File: src/rtl/rtc_calendar_core.sv
module rtc_calendar_core #(
  parameter int ADDR_W = 5
) (
  input  logic              clk,
  input  logic              rst_n,
  input  logic              sec_tick,
  input  logic [ADDR_W-1:0] addr,
  input  logic [7:0]        wdata,
  input  logic              wr_en,
  output logic [7:0]        rdata,
  output logic              irq
);
  localparam logic [ADDR_W-1:0] A_WDAY = ADDR_W'(6);
  localparam logic [ADDR_W-1:0] A_AL0  = ADDR_W'(7);
  localparam logic [ADDR_W-1:0] A_ALN  = ADDR_W'(12);
  localparam logic [ADDR_W-1:0] A_CTRL = ADDR_W'(13);
  localparam logic [ADDR_W-1:0] A_STAT = ADDR_W'(14);
  localparam logic [ADDR_W-1:0] A_IEN  = ADDR_W'(15);
  localparam logic [ADDR_W-1:0] A_CMPL = ADDR_W'(16);
  localparam logic [ADDR_W-1:0] A_CMPH = ADDR_W'(17);

  logic [7:0] tm [0:6];
  logic [7:0] sh [0:5];
  logic [7:0] al [0:5];
  logic [3:0] ctrl;
  logic       frozen;
  logic [3:0] st_ev;
  logic       st_al, st_pu;
  logic [3:0] ien;
  logic [7:0] cmp_lo, cmp_hi;

  function automatic logic [7:0] bcd_inc(input logic [7:0] v, input logic [7:0] top,
                                         input logic [7:0] bottom);
    if (v >= top) return bottom;
    if (v[3:0] >= 4'd9) return {v[7:4] + 4'd1, 4'h0};
    return v + 8'd1;
  endfunction

  logic       time_wr, tick_go, c_sec, c_min, c_hr, c_day, c_mon, match, leap;
  logic [6:0] yr_bin;
  logic [7:0] dmax;
  logic [7:0] clr;
  logic [2:0] al_idx;

  assign time_wr = wr_en && (addr <= A_WDAY);
  assign tick_go = sec_tick && ctrl[0] && !time_wr;
  assign yr_bin  = 7'(tm[5][7:4]) * 7'd10 + 7'(tm[5][3:0]);
  assign leap    = (yr_bin[1:0] == 2'b00);

  always_comb begin
    case (tm[4])
      8'h02:                      dmax = leap ? 8'h29 : 8'h28;
      8'h04, 8'h06, 8'h09, 8'h11: dmax = 8'h30;
      default:                    dmax = 8'h31;
    endcase
  end

  assign c_sec  = tm[0] >= 8'h59;
  assign c_min  = c_sec && (tm[1] >= 8'h59);
  assign c_hr   = c_min && (tm[2] >= 8'h23);
  assign c_day  = c_hr && (tm[3] >= dmax);
  assign c_mon  = c_day && (tm[4] >= 8'h12);
  assign match  = (tm[0] == al[0]) && (tm[1] == al[1]) && (tm[2] == al[2]) &&
                  (tm[3] == al[3]) && (tm[4] == al[4]) && (tm[5] == al[5]);
  assign clr    = (wr_en && addr == A_STAT) ? wdata : 8'h00;
  assign al_idx = 3'(addr - A_AL0);
  assign irq    = (st_al && ien[3]) || (st_ev[ien[1:0]] && ien[2]);

  always_ff @(posedge clk or negedge rst_n) begin
    if (!rst_n) begin
      tm[0] <= 8'h00; tm[1] <= 8'h00; tm[2] <= 8'h00; tm[3] <= 8'h01;
      tm[4] <= 8'h01; tm[5] <= 8'h00; tm[6] <= 8'h00;
      for (int i = 0; i < 6; i++) begin
        sh[i] <= 8'h00;
        al[i] <= 8'h00;
      end
      ctrl <= '0; frozen <= 1'b0; ien <= '0;
      cmp_lo <= '0; cmp_hi <= '0;
      st_ev <= '0; st_al <= 1'b0; st_pu <= 1'b1;
    end else begin
      if (time_wr) tm[addr[2:0]] <= wdata;
      if (wr_en && addr >= A_AL0 && addr <= A_ALN) al[al_idx] <= wdata;
      if (wr_en && addr == A_CTRL) begin
        ctrl   <= wdata[3:0];
        frozen <= wdata[6];
        if (wdata[6])
          for (int i = 0; i < 6; i++) sh[i] <= tm[i];
      end
      if (wr_en && addr == A_IEN)  ien    <= wdata[3:0];
      if (wr_en && addr == A_CMPL) cmp_lo <= wdata;
      if (wr_en && addr == A_CMPH) cmp_hi <= wdata;

      if (tick_go) begin
        tm[0] <= bcd_inc(tm[0], 8'h59, 8'h00);
        if (c_sec) tm[1] <= bcd_inc(tm[1], 8'h59, 8'h00);
        if (c_min) tm[2] <= bcd_inc(tm[2], 8'h23, 8'h00);
        if (c_hr) begin
          tm[3] <= bcd_inc(tm[3], dmax, 8'h01);
          tm[6] <= bcd_inc(tm[6], 8'h06, 8'h00);
        end
        if (c_day) tm[4] <= bcd_inc(tm[4], 8'h12, 8'h01);
        if (c_mon) tm[5] <= bcd_inc(tm[5], 8'h99, 8'h00);
      end

      st_ev[0] <= (st_ev[0] && !clr[2]) || tick_go;
      st_ev[1] <= (st_ev[1] && !clr[3]) || (tick_go && c_sec);
      st_ev[2] <= (st_ev[2] && !clr[4]) || (tick_go && c_min);
      st_ev[3] <= (st_ev[3] && !clr[5]) || (tick_go && c_hr);
      st_al    <= (st_al && !clr[6]) || match;
      st_pu    <= st_pu && !clr[7];
    end
  end

  always_comb begin
    rdata = 8'h00;
    if (addr < A_WDAY)             rdata = frozen ? sh[addr[2:0]] : tm[addr[2:0]];
    else if (addr == A_WDAY)       rdata = tm[6];
    else if (addr <= A_ALN)        rdata = al[al_idx];
    else if (addr == A_CTRL)       rdata = {4'h0, ctrl};
    else if (addr == A_STAT)       rdata = {st_pu, st_al, st_ev, ctrl[0], 1'b0};
    else if (addr == A_IEN)        rdata = {4'h0, ien};
    else if (addr == A_CMPL)       rdata = cmp_lo;
    else if (addr == A_CMPH)       rdata = cmp_hi;
  end

  AST_STOPPED_HOLD: assert property (@(posedge clk) disable iff (!rst_n)
    (!ctrl[0] && !time_wr) |=> $stable(tm[0]) && $stable(tm[1]));
  AST_SEC_WRAP: assert property (@(posedge clk) disable iff (!rst_n)
    (tick_go && tm[0] == 8'h59) |=> (tm[0] == 8'h00));
  AST_SNAP_FROZEN: assert property (@(posedge clk) disable iff (!rst_n)
    (frozen && !(wr_en && addr == A_CTRL)) |=> $stable(sh[0]) && $stable(sh[5]));
  AST_PWR_STICKY: assert property (@(posedge clk) disable iff (!rst_n)
    (st_pu && !(wr_en && addr == A_STAT && wdata[7])) |=> st_pu);
  AST_ALARM_SET: assert property (@(posedge clk) disable iff (!rst_n)
    match |=> st_al);
  AST_IRQ_GATED: assert property (@(posedge clk) disable iff (!rst_n)
    (!ien[2] && !ien[3]) |-> !irq);
endmodule

File: config.mk
export PLATFORM = sky130hd
export DESIGN_NAME = rtc_calendar_core
export DESIGN_NICKNAME = d
export VERILOG_FILES = /design/src/rtl/rtc_calendar_core.sv
export SDC_FILE = /design/constraint.sdc
export NUM_CORES = 1
export LEC_CHECK = 0
export BUFFER_PORTS_ARGS = -buffer_cell sky130_fd_sc_hd__buf_2
export CORE_MARGIN = 2
export CORE_UTILIZATION = 55
export DETAILED_ROUTE_END_ITERATION = 8
export PLACE_DENSITY_LB_ADDON = 0.05
export SLEW_MARGIN = 20
export SYNTH_ARGS = -nofsm -noshare
export SYNTH_HDL_FRONTEND = slang
export SYNTH_SLANG_ARGS = --single-unit
File: constraint.sdc
create_clock -name clk -period 4.9 [get_ports clk]
set_input_delay 0.98 -clock clk [delete_from_list [all_inputs] [get_ports clk]]
set_output_delay 0.98 -clock clk [all_outputs]
set_load 0.03 [all_outputs]
-- After elaboration in Yosys (flattened, before gate mapping)
Cells that the tools add are included.
- register bits: 183
- bits of input ports: 17
- output and inout port bits: 9
- word-level logic and storage cells: 247
- $add $sub $neg: 16
- multipliers: 1
- magnitude comparators: 23
- equality and inequality tests: 17
- multiplexer cells: 112
- bitwise logic cells: 2
- reductions and logical operators: 49
- operator list (operator ; count):
    two-way mux 8 bit ; 52
    two-way mux 56 bit ; 2
    binary-select mux 8 bit (select 3 bit) ; 3
    adder 8 x 1 -> 8 bit (second input constant) ; 7
    bitwise mux 56 bit ; 1
    two-way mux 1 bit ; 49
    bitwise mux 48 bit ; 1
    demux 8 bit (select 3 bit) ; 2
    equality test 8 bit ; 6
    >= comparator 4 bit (second input constant) ; 9
    logical AND 1 bit ; 32
    adder 4 x 1 -> 4 bit (second input constant) ; 7
    equality test 8 x 3 -> 1 bit (second input constant) ; 2
    >= comparator 8 x 7 -> 1 bit (second input constant) ; 2
    equality test 5 x 4 -> 1 bit (second input constant) ; 3
    equality test 5 bit (second input constant) ; 2
    case mux 5 bit (2 select lines) ; 1
    equality test 8 x 2 -> 1 bit (second input constant) ; 1
    equality test 8 x 4 -> 1 bit (second input constant) ; 1
    equality test 8 x 5 -> 1 bit (second input constant) ; 1
    >= comparator 8 x 3 -> 1 bit (second input constant) ; 1
    >= comparator 8 x 5 -> 1 bit (second input constant) ; 1
    >= comparator 8 x 6 -> 1 bit (second input constant) ; 1
    >= comparator 8 bit ; 1
    other kinds (19) ; 32

-- Depth between registers and ports, before layout
Gate-level depths: netlist of the first run.
- depth in word-level cells: 17
- mapped depth: 15
- depth with buffers taken out: 14

-- Worst setup path after synthesis of the first run
OpenSTA, ideal clock, no wires.
- path type: input to output
- start: input addr[1]
- end: output rdata[5]
- arrival time: 3.428 ns
- slack: 0.492 ns
- cell stages on the path: 9
- path buffers: 3
- cell sequence: buf_2 > inv_1 > clkbuf_1 > ha_1 > clkbuf_1 > nand2_1 > o22ai_1 > o21ai_0 > a311oi_1
- cells in the longest elaborated chain, start to end: 9
- ends and longest elaborated chain (element ; line ; source):
    from (decl) ; 7 ; input logic [ADDR_W-1:0] addr,
    branches (longest 8 deep; another with subtractor 3 bit) ; - ;
    two-way mux 8 bit (*) ; 116 ; if (addr < A_WDAY) rdata = frozen ? sh[addr[2:0]] : tm[addr[2:0]];
    to (decl) ; 10 ; output logic [7:0] rdata,
Every way passes the cells marked *. The select of a mux whose other input is x is not followed.

-- Final worst setup path of the first run
- start: input addr[0]
- end: output rdata[1]
Same word-level chain as after synthesis.

==> implementation parameters, run 1 <==
Parameter                              Value

Outcome
  Status ... finished, final reports clean

Yosys
  Synth top area share ... 0.405
  Synth Register Bits ... 183
  Syn Inst Count ... 1079
  Post-synth design cell area ... 0.0111 mm²
  Library cells used by synthesis ... 74
  Post-synth EDFFs ... 0
  Cell type with the highest aggregate area in the netlist ... sky130_fd_sc_hd__dfrtp_1
  Count of warnings emitted by yosys ... 0
  Most used flip-flop cell after synthesis ... sky130_fd_sc_hd__dfrtp_1
  Most repeated cell in the gate-level netlist after synthesis ... sky130_fd_sc_hd__dfrtp_1
  Mean instance size in the synthesized netlist ... 10.3 µm²
  Post-synthesis sequential area ratio ... 0.412
  Commonest cells in the netlist ... sky130_fd_sc_hd__dfrtp_1, sky130_fd_sc_hd__mux2_2, sky130_fd_sc_hd__nand2_1
  Net count after synthesis ... 1142
  Share of synthesized registers carrying an async set or reset ... 1.00
  Leading post-synthesis cells by cell area ... sky130_fd_sc_hd__dfrtp_1, sky130_fd_sc_hd__mux2_2, sky130_fd_sc_hd__ha_1

Timing
  Final slew viol count ... 0
  Post-route minimum period ... 4.47 ns
  Remaining max-slew budget at the tightest pin ... 0.411
  Tcrit/Tclk final ... 0.913
  Highest clock frequency the design can meet ... 224 MHz
  RSZ-0062 raised after global routing ... false
  Final Hold Viols ... 0
  Worst slack on hold paths ... 0.483 ns
  Final setup TNS ... 0 ns
  Number of setup violations in the final report ... 0
  Least-Margin Pin Slew ... 0.884 ns
  Setup Skew ... 0.0138 ns

Clocking
  Post-cts hold buffer count ... 0
  CTS Buf Count ... 17
  Post-CTS Repair Setup Buffers ... 0
  Clock tree from TritonCTS ... done
  CTS Sinks ... 183
  Root Buffer Master ... sky130_fd_sc_hd__clkbuf_16
  Clock transition at the registers of the reported paths ... 0.06 ns
  Total of cells resized after clock tree synthesis ... 0
  CTS H-Tree Depth ... 4
  Maximum buffer depth of the clock tree ... 2
  Clock latency reported for the late side of the worst-skew pair ... 0.44 ns

Setup path
  Cell class contributing the biggest share of worst-path delay ... compound AO/OA/AOI/OAI gates
  Critical setup path kind ... in -> out
  Path depth of the worst reg2reg path ... 14
  Total buffers and inverters traversed by the critical path ... 2
  Worst path required time ... 3.92 ns
  Largest fanout on the critical path ... 8
  Worst-path cell chain ... buf_2 > ha_1 > xor2_1 > mux2i_1 > o31ai_1 > a21oi_1 > a211o_1 > a21oi_1 > buf_2
  Launching point of the worst reg2reg path ... tm[17]
  Capturing element type of the critical path ... output pin
  Logic depth of the worst path, buffers included ... 9
  Critical path data arrival time ... 3.49 ns
  Largest stage delay on the critical path ... 0.62 ns
  Launching element of the worst setup path ... addr[0]
  Highest-delay cell along the critical path ... sky130_fd_sc_hd__xor2_1
  Element type at the critical path start ... input pin

Floorplanning
  Initial core utilization ... 0.555
  Floorplan Core Area ... 0.0200 mm²
  Die width ... 146 µm
  Overall die height ... 146 µm
  Num rows ... 52
  Die Outline Area ... 0.0214 mm²
  Number of top-level pins ... 26

Drt
  Vias after detailed routing ... 8933
  Post-route antenna net violation count ... 0
  Drt drc ... 0
  Total iterations of the first detailed-routing run ... 5
  Post-detailed-routing wire length ... 35.3 mm
  Mean routed wirelength per cell ... 25.9 µm
  Drt initial violations ... 959
  DR vias/cell ... 6.54

Pwr
  Total chip power ... 5240 µW
  Power density over cell area ... 431 mW/mm²
  Reported leakage power ... 0.00523 µW
  Largest voltage drop on the vdd net ... 0.308 mV

Min path
  Worst Hold Depth ... 2
  Hold Crit Class ... reg -> reg
  Critical hold path startpoint ... sh[45]

Global route
  Antenna violations before repair ... 1
  Global routing usage summed across all routing layers ... 0.341
  Pin count of the biggest net entering global routing ... 108
  Total gr overflow ... 0
  Vias in the first global route ... 8662
  First-pass GRT wire length ... 54.4 mm

Placed design
  Final weighted congestion in routability-driven placement ... 1.03
  Hpwl dp ... 25.6 mm
  Number of buffers inserted by port buffering ... 25

Flow run
  Maximum capacitance violations ... 0

Layout
  Area grow syn2layout ... 9.31%
  Layout Nets ... 1145
  Share of cells above drive strength 1 ... 0.216
flip-flops by register name (all words and copies together) (netlist names):
name / count
al: 48
st_pu: 1
cmp_lo: 8
ien: 4
tm: 56
frozen: 1
cmp_hi: 8
st_al: 1
ctrl: 4
st_ev: 4
sh: 48
logic make-up (layout without fill, tap and decap cells):
| logic type | Yosys count | in the layout | share of synthesized area |
|---|---|---|---|
| AO/OA/AOI/OAI | 240 | 240 | 0.145 |
| XOR/XNOR | 54 | 54 | 0.0432 |
| adder cells (fa/ha/maj) | 46 | 46 | 0.0517 |
| buffers and inverters | 108 | 124 | 0.0385 |
| flip-flops | 183 | 183 | 0.412 |
| multiplexers | 169 | 169 | 0.182 |
| other | 0 | 1 | 0 |
| AND/OR/NAND/NOR | 279 | 279 | 0.127 |
where the power goes:
part | internal [µW] | switching, µW
sequential | 1820 | 551
combinational | 661 | 716
clock | 863 | 630
total | 3340 | 1900
tightest hold or removal path, cell delays in order, from the launching register on:
cell	delay, ns
sky130_fd_sc_hd__dfrtp_1	0.34
sky130_fd_sc_hd__nand2_1	0.05
sky130_fd_sc_hd__o21ai_0	0.06
cell type report:
class                           instances  area, µm²
Multi-Input combinational cell        788       6120
Tap cell                              270        338
Sequential cell                       183       4580
Clock buffer                           19        433
Antenna cell                            1       2.50
Inverter                               38        143
Timing Repair Buffer                   54        352
Fill cell                            1766       7880
Clock inverter                         13        191
worst paths after layout:
check / end / slack (ns)
setup / recovery: rdata[1] / 0.43
hold / removal: sh[45] / 0.48
setup reg to reg: tm[28] / 0.99
hold reg to reg: sh[45] / 0.48
max in group asynchronous: al[28] / 3.26
min in group asynchronous: tm[51] / 0.64
per-stage QoR:
| step | area (µm²) | worst slack, ns | cells | util |
|---|---|---|---|---|
| 2_1_floorplan | 11100 | 0.492 | 1079 | - |
| 3_5_place_dp | 11500 | 0.512 | 1333 | 0.576 |
| 4_1_cts | 12200 | 0.500 | 1365 | 0.607 |
| 5_1_grt | 12200 | 0.356 | 1365 | 0.607 |
| 3_3_place_gp | 11500 | 0.493 | 1333 | 0.576 |
| 6_report | 12200 | 0.427 | 1366 | 0.607 |
metal layers:
layer	wire, µm	track usage	vias up
met3	2770	0.0581	86
met2	15800	0.508	437
met4	1260	0.132	0
li1	-	-	3961
met1	15500	0.499	4449
met5	0	0	-
cells in the final DEF (no fill, tap or decap), types with 12 or more instances in the layout:
master / count
sky130_fd_sc_hd__dfrtp_1: 180
sky130_fd_sc_hd__mux2_2: 109
sky130_fd_sc_hd__nand2_1: 108
sky130_fd_sc_hd__o21ai_0: 66
sky130_fd_sc_hd__xnor2_1: 51
sky130_fd_sc_hd__ha_1: 46
sky130_fd_sc_hd__mux2i_1: 44
sky130_fd_sc_hd__nor2_1: 42
sky130_fd_sc_hd__inv_1: 37
sky130_fd_sc_hd__a21oi_1: 36
sky130_fd_sc_hd__buf_4: 29
sky130_fd_sc_hd__nand3_1: 24
sky130_fd_sc_hd__buf_2: 24
sky130_fd_sc_hd__nand4_1: 20
sky130_fd_sc_hd__clkbuf_16: 17
sky130_fd_sc_hd__nor3_1: 16
sky130_fd_sc_hd__o22ai_1: 16
sky130_fd_sc_hd__mux4_2: 16
sky130_fd_sc_hd__a31oi_1: 13
sky130_fd_sc_hd__a221o_1: 13
sky130_fd_sc_hd__a221oi_1: 12
(Power assumes the default switching activity.)
==> inputs of run 2 (changes only) <==
==> constraint.sdc (replaced) <==
create_clock -name clk -period 4.9 [get_ports clk]
set_input_delay 1.47 -clock clk [delete_from_list [all_inputs] [get_ports clk]]
set_output_delay 1.47 -clock clk [all_outputs]
set_load 0.03 [all_outputs]
==> run 2 against run 1 <==
  * Clock skew decreased by 0.0014 ns
  * Flip-flop and latch count is the same
  * Global-route usage is 0.27 points lower
  * Cell count increased by 2.3%
  * Fmax is 8.3% lower
  * Highest routed layer unchanged
  * Final area is 3.2% higher
==> implementation parameters, run 2 (synthesized netlist as in run 1, its figures left out) <==
Parameter                              Value

Outcome
  Status ... finished, final reports clean

Clocking
  Post-cts hold buffer count ... 0 (unchanged)
  Total of cells resized after clock tree synthesis ... 4 (+4)
  Maximum buffer depth of the clock tree ... 2 (unchanged)
  Clock latency reported for the late side of the worst-skew pair ... 0.45 ns (about the same)
  Root Buffer Master ... sky130_fd_sc_hd__clkbuf_16
  CTS Buf Count ... 17 (unchanged)
  CTS H-Tree Depth ... 4 (unchanged)
  Clock tree from TritonCTS ... done
  Post-CTS Repair Setup Buffers ... 0 (unchanged)
  Clock transition at the registers of the reported paths ... 0.08 ns (+0.02 ns)
  CTS Sinks ... 183 (unchanged)

Layout
  Footprint of the multi-input gates ... 0.00625 mm² (+2.1%)
  Most frequent standard cell in the layout excluding fill and tap cells ... sky130_fd_sc_hd__dfrtp_1
  Largest register FFs ... 56 (unchanged)
  Area grow syn2layout ... 12.8%
  Highest-count cells in the layout ignoring fill and taps ... sky130_fd_sc_hd__dfrtp_1, sky130_fd_sc_hd__mux2_2, sky130_fd_sc_hd__nand2_1
  Count of filler cells inserted in the layout ... 1695 (-4.0%)
  Antenna cell count ... 0 (-1)
  Combined flip-flop and latch cell area ... 0.00458 mm² (unchanged)
  Registers with the most flip-flops ... tm (56), al (48), sh (48)
  Layout Nets ... 1178 (+2.9%)
  Register containing the most flip-flops in the final layout ... tm
  Share of cells above drive strength 1 ... 0.254 (+0.0380)

Drt
  Post-detailed-routing wire length ... 35.4 mm (+0.13%)
  Drt drc ... 0 (unchanged)
  Total iterations of the first detailed-routing run ... 5 (unchanged)
  Mean routed wirelength per cell ... 25.3 µm (-2.2%)
  Vias after detailed routing ... 9025 (+1.0%)
  DR vias/cell ... 6.46 (-1.3%)
  Post-route antenna net violation count ... 0 (unchanged)
  Drt initial violations ... 879 (-8.3%)

Timing
  Highest clock frequency the design can meet ... 205 MHz (-8.3%)
  Setup Skew ... 0.0124 ns (-0.00143 ns)
  Tcrit/Tclk final ... 0.995 (+0.0827)
  Final slew viol count ... 0 (unchanged)
  Least-Margin Pin Slew ... 0.757 ns (-0.126 ns)
  Worst setup margin ... 0.0221 ns (-0.405 ns)
  RSZ-0062 raised after global routing ... true
  Remaining max-slew budget at the tightest pin ... 0.492 (+0.0815)
  Final setup TNS ... 0 ns (unchanged)
  Final Hold Viols ... 0 (unchanged)
  Post-route minimum period ... 4.88 ns (+0.405 ns)
  Number of setup violations in the final report ... 0 (unchanged)

Floorplanning
  Num rows ... 52 (unchanged)
  Overall die height ... 146 µm (unchanged)
  Die width ... 146 µm (unchanged)
  Die Outline Area ... 0.0214 mm² (unchanged)
  Floorplan Core Area ... 0.0200 mm² (unchanged)
  Number of top-level pins ... 26 (unchanged)
  Initial core utilization ... 0.555 (unchanged)

Global route
  Pin count of the biggest net entering global routing ... 91 (-16%)
  Antenna violations before repair ... 0 (-1)
  Total gr overflow ... 0 (unchanged)
  Global routing usage summed across all routing layers ... 0.338 (-0.00265)
  Vias in the first global route ... 8745 (+0.96%)
  First-pass GRT wire length ... 54.1 mm (-0.67%)

Setup path
  Critical path data arrival time ... 3.41 ns (-0.08 ns)
  Largest fanout on the critical path ... 20 (+12)
  Worst path required time ... 3.43 ns (-0.49 ns)
  Element type at the critical path start ... input pin
  Capturing element type of the critical path ... output pin
  Critical setup path kind ... in -> out

Placed design
  Pre-CTS setup slack ... -0.169 ns (-0.681 ns)
  Hpwl dp ... 26.0 mm (+1.6%)
  Final weighted congestion in routability-driven placement ... 0.981 (-5.2%)
  Number of buffers inserted by port buffering ... 25 (unchanged)

Pwr
  Reported leakage power ... 0.00543 µW (+3.8%)
  Total chip power ... 5180 µW (-1.1%)
  Largest voltage drop on the vdd net ... 0.241 mV (-22%)
  Power density over cell area ... 413 mW/mm² (-4.1%)

Flow run
  Maximum capacitance violations ... 0 (unchanged)

Min path
  Hold Crit Class ... reg -> reg
-- run 2: critical path, stage by stage --
cell and delay, ns:
sky130_fd_sc_hd__buf_2 0.18, sky130_fd_sc_hd__buf_8 0.23, sky130_fd_sc_hd__mux4_2 0.52, sky130_fd_sc_hd__and2_1 0.19
sky130_fd_sc_hd__o32ai_2 0.37, sky130_fd_sc_hd__buf_4 0.19, sky130_fd_sc_hd__a221oi_4 0.03, sky130_fd_sc_hd__buf_2 0.21
-- run 2: report_power, final --
group / leakage, µW / switching, µW / internal, µW
Clock: 0.000286 / 698 / 686
Sequential: 0.00237 / 563 / 1820
Combinational: 0.00277 / 719 / 699
Total: 0.00543 / 1980 / 3200
-- run 2: layout make-up --
class / count / share of cell area
timing repair buffer: 87 / 0.0521
tap: 270 / 0.0269
clock inverter: 14 / 0.0120
sequential: 183 / 0.365
multi-input combinational: 788 / 0.498
clock buffer: 18 / 0.0342
inverter: 38 / 0.0114
-- run 2: worst paths after layout --
path                         start  endpoint  slack (ns)  depth (start not counted)
setup / recovery           addr[0]  rdata[4]        0.02                          8
hold / removal              sh[24]    sh[24]        0.48                          2
setup reg to reg            tm[16]    tm[28]        1.23                         14
hold reg to reg             sh[24]    sh[24]        0.48                          2
max in group asynchronous    rst_n    tm[16]        2.95                          2
min in group asynchronous    rst_n     tm[0]        1.08                          1
-- run 2: per-stage QoR --
stage,hold slack [ns],instances,util,cell area (µm²)
after CTS,0.485,1398,0.624,12500
final,0.485,1398,0.626,12500
after global placement,0.458,1366,0.594,11900
after detailed placement,0.469,1366,0.594,11900
after global routing,0.503,1398,0.626,12500
after floorplan,0.445,1079,-,11200
-- run 2: metal layers --
layer  wire length [µm]  vias up  GRT usage
met5                  0        -          0
met4               1510        0      0.151
met3               2430       87     0.0550
met2              15400      365      0.500
met1              16000     4548      0.492
li1                   -     4025          -
==> inputs of run 3 (changes only) <==
- CORE_MARGIN: 2 -> default
==> run 3 against run 2 <==
  * Critical path depth unchanged
  * Sequential power about the same
  * Worst hold slack improved by 0.0010 ns
  * Non-clock buffer count increased by 12
  * Utilization increased by 1.9 points
  * Sequential share of layout area decreased by 0.36 points
  * Clock skew increased by 0.00079 ns
  * Highest routed layer unchanged
  * Critical path type unchanged
  * Flip-flop and latch count unchanged
  * Routed wire length increased by 3.5%
==> implementation parameters, run 3 (synthesized netlist as in run 1, its figures left out) <==
Parameter                              Value

Floorplanning
  Initial core utilization ... 0.566 (+0.0109)
  Num rows ... 51 (-1.9%)
  Die width ... 144 µm (-1.4%)
  Floorplan Core Area ... 0.0197 mm² (-1.9%)
  Die Outline Area ... 0.0208 mm² (-2.7%)
  Number of top-level pins ... 26 (unchanged)
  Overall die height ... 144 µm (-1.4%)

Layout
  Most frequent standard cell in the layout excluding fill and tap cells ... sky130_fd_sc_hd__dfrtp_1
  Count of non-filler cells in the finished layout ... 1406 (+0.57%)
  Final core area utilization ... 0.645 (+0.0186)
  Share of cells above drive strength 1 ... 0.267 (+0.0131)
  Combined flip-flop and latch cell area ... 0.00458 mm² (unchanged)
  Largest register FFs ... 56 (unchanged)
  Layout Nets ... 1190 (+1.0%)
  Area grow syn2layout ... 13.9%
  Count of filler cells inserted in the layout ... 1653 (-2.5%)
  Register containing the most flip-flops in the final layout ... tm
  Post-route cell area ... 0.0127 mm² (+0.99%)
  Registers with the most flip-flops ... tm (56), al (48), sh (48)
  Footprint of the multi-input gates ... 0.00628 mm² (+0.56%)
  Highest-count cells in the layout ignoring fill and taps ... sky130_fd_sc_hd__dfrtp_1, sky130_fd_sc_hd__mux2_2, sky130_fd_sc_hd__nand2_1

Drt
  Total iterations of the first detailed-routing run ... 5 (unchanged)
  Drt initial violations ... 940 (+6.9%)
  Drt drc ... 0 (unchanged)
  Post-route antenna net violation count ... 0 (unchanged)
  Post-detailed-routing wire length ... 36.6 mm (+3.5%)
  Vias after detailed routing ... 9343 (+3.5%)
  DR vias/cell ... 6.65 (+2.9%)
  Mean routed wirelength per cell ... 26.0 µm (+2.9%)

Pwr
  Largest voltage drop on the vdd net ... 0.302 mV (+25%)
  Total chip power ... 5210 µW (+0.47%)
  Power density over cell area ... 411 mW/mm² (-0.52%)
  Reported leakage power ... 0.00550 µW (+1.2%)

Placed design
  Cell area reported after detailed placement ... 0.0120 mm² (+0.81%)
  Hpwl dp ... 26.4 mm (+1.5%)
  Cell count after placement ... 1373 (+0.51%)
  Final weighted congestion in routability-driven placement ... 0.988 (+0.66%)
  Number of buffers inserted by port buffering ... 25 (unchanged)

Timing
  Post-route minimum period ... 4.87 ns (-0.00894 ns)
  Final Hold Viols ... 0 (unchanged)
  Remaining max-slew budget at the tightest pin ... 0.483 (-0.00921)
  Tcrit/Tclk final ... 0.994 (-0.00183)
  Setup Skew ... 0.0132 ns (+0.000792 ns)
  Least-Margin Pin Slew ... 0.771 ns (+0.0137 ns)
  Worst slack on hold paths ... 0.486 ns (+0.00103 ns)
  Number of setup violations in the final report ... 0 (unchanged)
  Highest clock frequency the design can meet ... 205 MHz (+0.18%)
  Final slew viol count ... 0 (unchanged)

Setup path
  Highest-delay cell along the critical path ... sky130_fd_sc_hd__a211oi_1
  Capturing element type of the critical path ... output pin
  Element type at the critical path start ... input pin
  Critical path data arrival time ... 3.40 ns (about the same)
  Largest fanout on the critical path ... 23 (+15%)
  Critical setup path kind ... in -> out
  Largest stage delay on the critical path ... 0.46 ns (-0.06 ns)
  Worst path required time ... 3.43 ns (about the same)
  Path depth of the worst reg2reg path ... 14 (unchanged)
  Worst-path cell chain ... buf_2 > buf_12 > mux2_2 > a221oi_1 > a211oi_1 > a211oi_1 > a21oi_1 > buf_2

Global route
  Global routing usage summed across all routing layers ... 0.371 (+0.0326)
  Vias in the first global route ... 8889 (+1.6%)
  Antenna violations before repair ... 1 (+1)
  First-pass GRT wire length ... 55.4 mm (+2.4%)
  Total gr overflow ... 0 (unchanged)
  Pin count of the biggest net entering global routing ... 86 (-5.5%)

Flow run
  Maximum capacitance violations ... 0 (unchanged)

Clocking
  Root Buffer Master ... sky130_fd_sc_hd__clkbuf_16
  Post-CTS Repair Setup Buffers ... 0 (unchanged)
  Maximum buffer depth of the clock tree ... 2 (unchanged)
  Post-cts hold buffer count ... 0 (unchanged)
  CTS H-Tree Depth ... 4 (unchanged)
  Clock tree from TritonCTS ... done
  CTS Sinks ... 183 (unchanged)
  Clock latency reported for the late side of the worst-skew pair ... 0.45 ns (about the same)
  Clock transition at the registers of the reported paths ... 0.07 ns (about the same)
  CTS Buf Count ... 17 (unchanged)

Min path
  Hold Crit Class ... reg -> reg
  Worst Hold Depth ... 2 (unchanged)

Outcome
  Status ... finished, final reports clean
[run 3: cell count changes in the layout (fill, tap and decap cells not counted), sizes merged]
| cell | change |
|---|---|
| diode | +1 |
| buf | +12 |
| clkbuf | -1 |
| clkinvlp | +1 |
| inv | -4 |
| clkinv | +4 |
[run 3: path summary, 6_finish.rpt]
check / startpoint / endpoint / slack, ns
setup reg to reg: tm[16] / tm[10] / 1.21
hold / removal: sh[25] / sh[25] / 0.49
max in group asynchronous: rst_n / sh[42] / 2.98
hold reg to reg: sh[25] / sh[25] / 0.49
setup / recovery: addr[2] / rdata[2] / 0.03
min in group asynchronous: rst_n / tm[2] / 1.07
[run 3: critical path, delay by kind of cell]
| family | cells | cell delay [ns] |
|---|---|---|
| muxes | 1 | 0.36 |
| AOI/OAI and AO/OA | 4 | 0.90 |
| buffers and inverters | 3 | 0.65 |
[run 3: stage by stage]
stage | TNS (ns) | setup slack (ns)
6_report | 0 | 0.0311
5_1_grt | -0.0221 | -0.00789
4_1_cts | 0 | 0.00787
3_5_place_dp | -0.306 | -0.143
3_3_place_gp | -0.266 | -0.136
2_1_floorplan | 0 | 0.00253
[run 3: repair_timing]
action,4_1_cts,5_1_grt
setup endpoints to repair,4,8
resized for setup,8,17
cloned,0,0
[run 3: layout make-up]
cell class / count / area share
tap: 265 / 0.0262
clock buffer: 17 / 0.0336
multi-input combinational: 788 / 0.496
sequential: 183 / 0.362
timing repair buffer: 99 / 0.0600
inverter: 38 / 0.0113
antenna: 1 / 0.000198
clock inverter: 15 / 0.0110
[run 3: where the power goes]
group          internal (µW)  leakage, µW  switching, µW
logic                    719      0.00284            767
registers               1820      0.00237            545
clock network            671     0.000278            687
[run 3: metal layers]
| metal | track usage | up-vias | share of wire |
|---|---|---|---|
| met2 | 0.557 | 462 | 0.44 |
| met3 | 0.0811 | 90 | 0.091 |
| met1 | 0.523 | 4736 | 0.43 |
| li1 | - | 4055 | - |
| met4 | 0.140 | 0 | 0.034 |
| met5 | 0 | - | 0 |
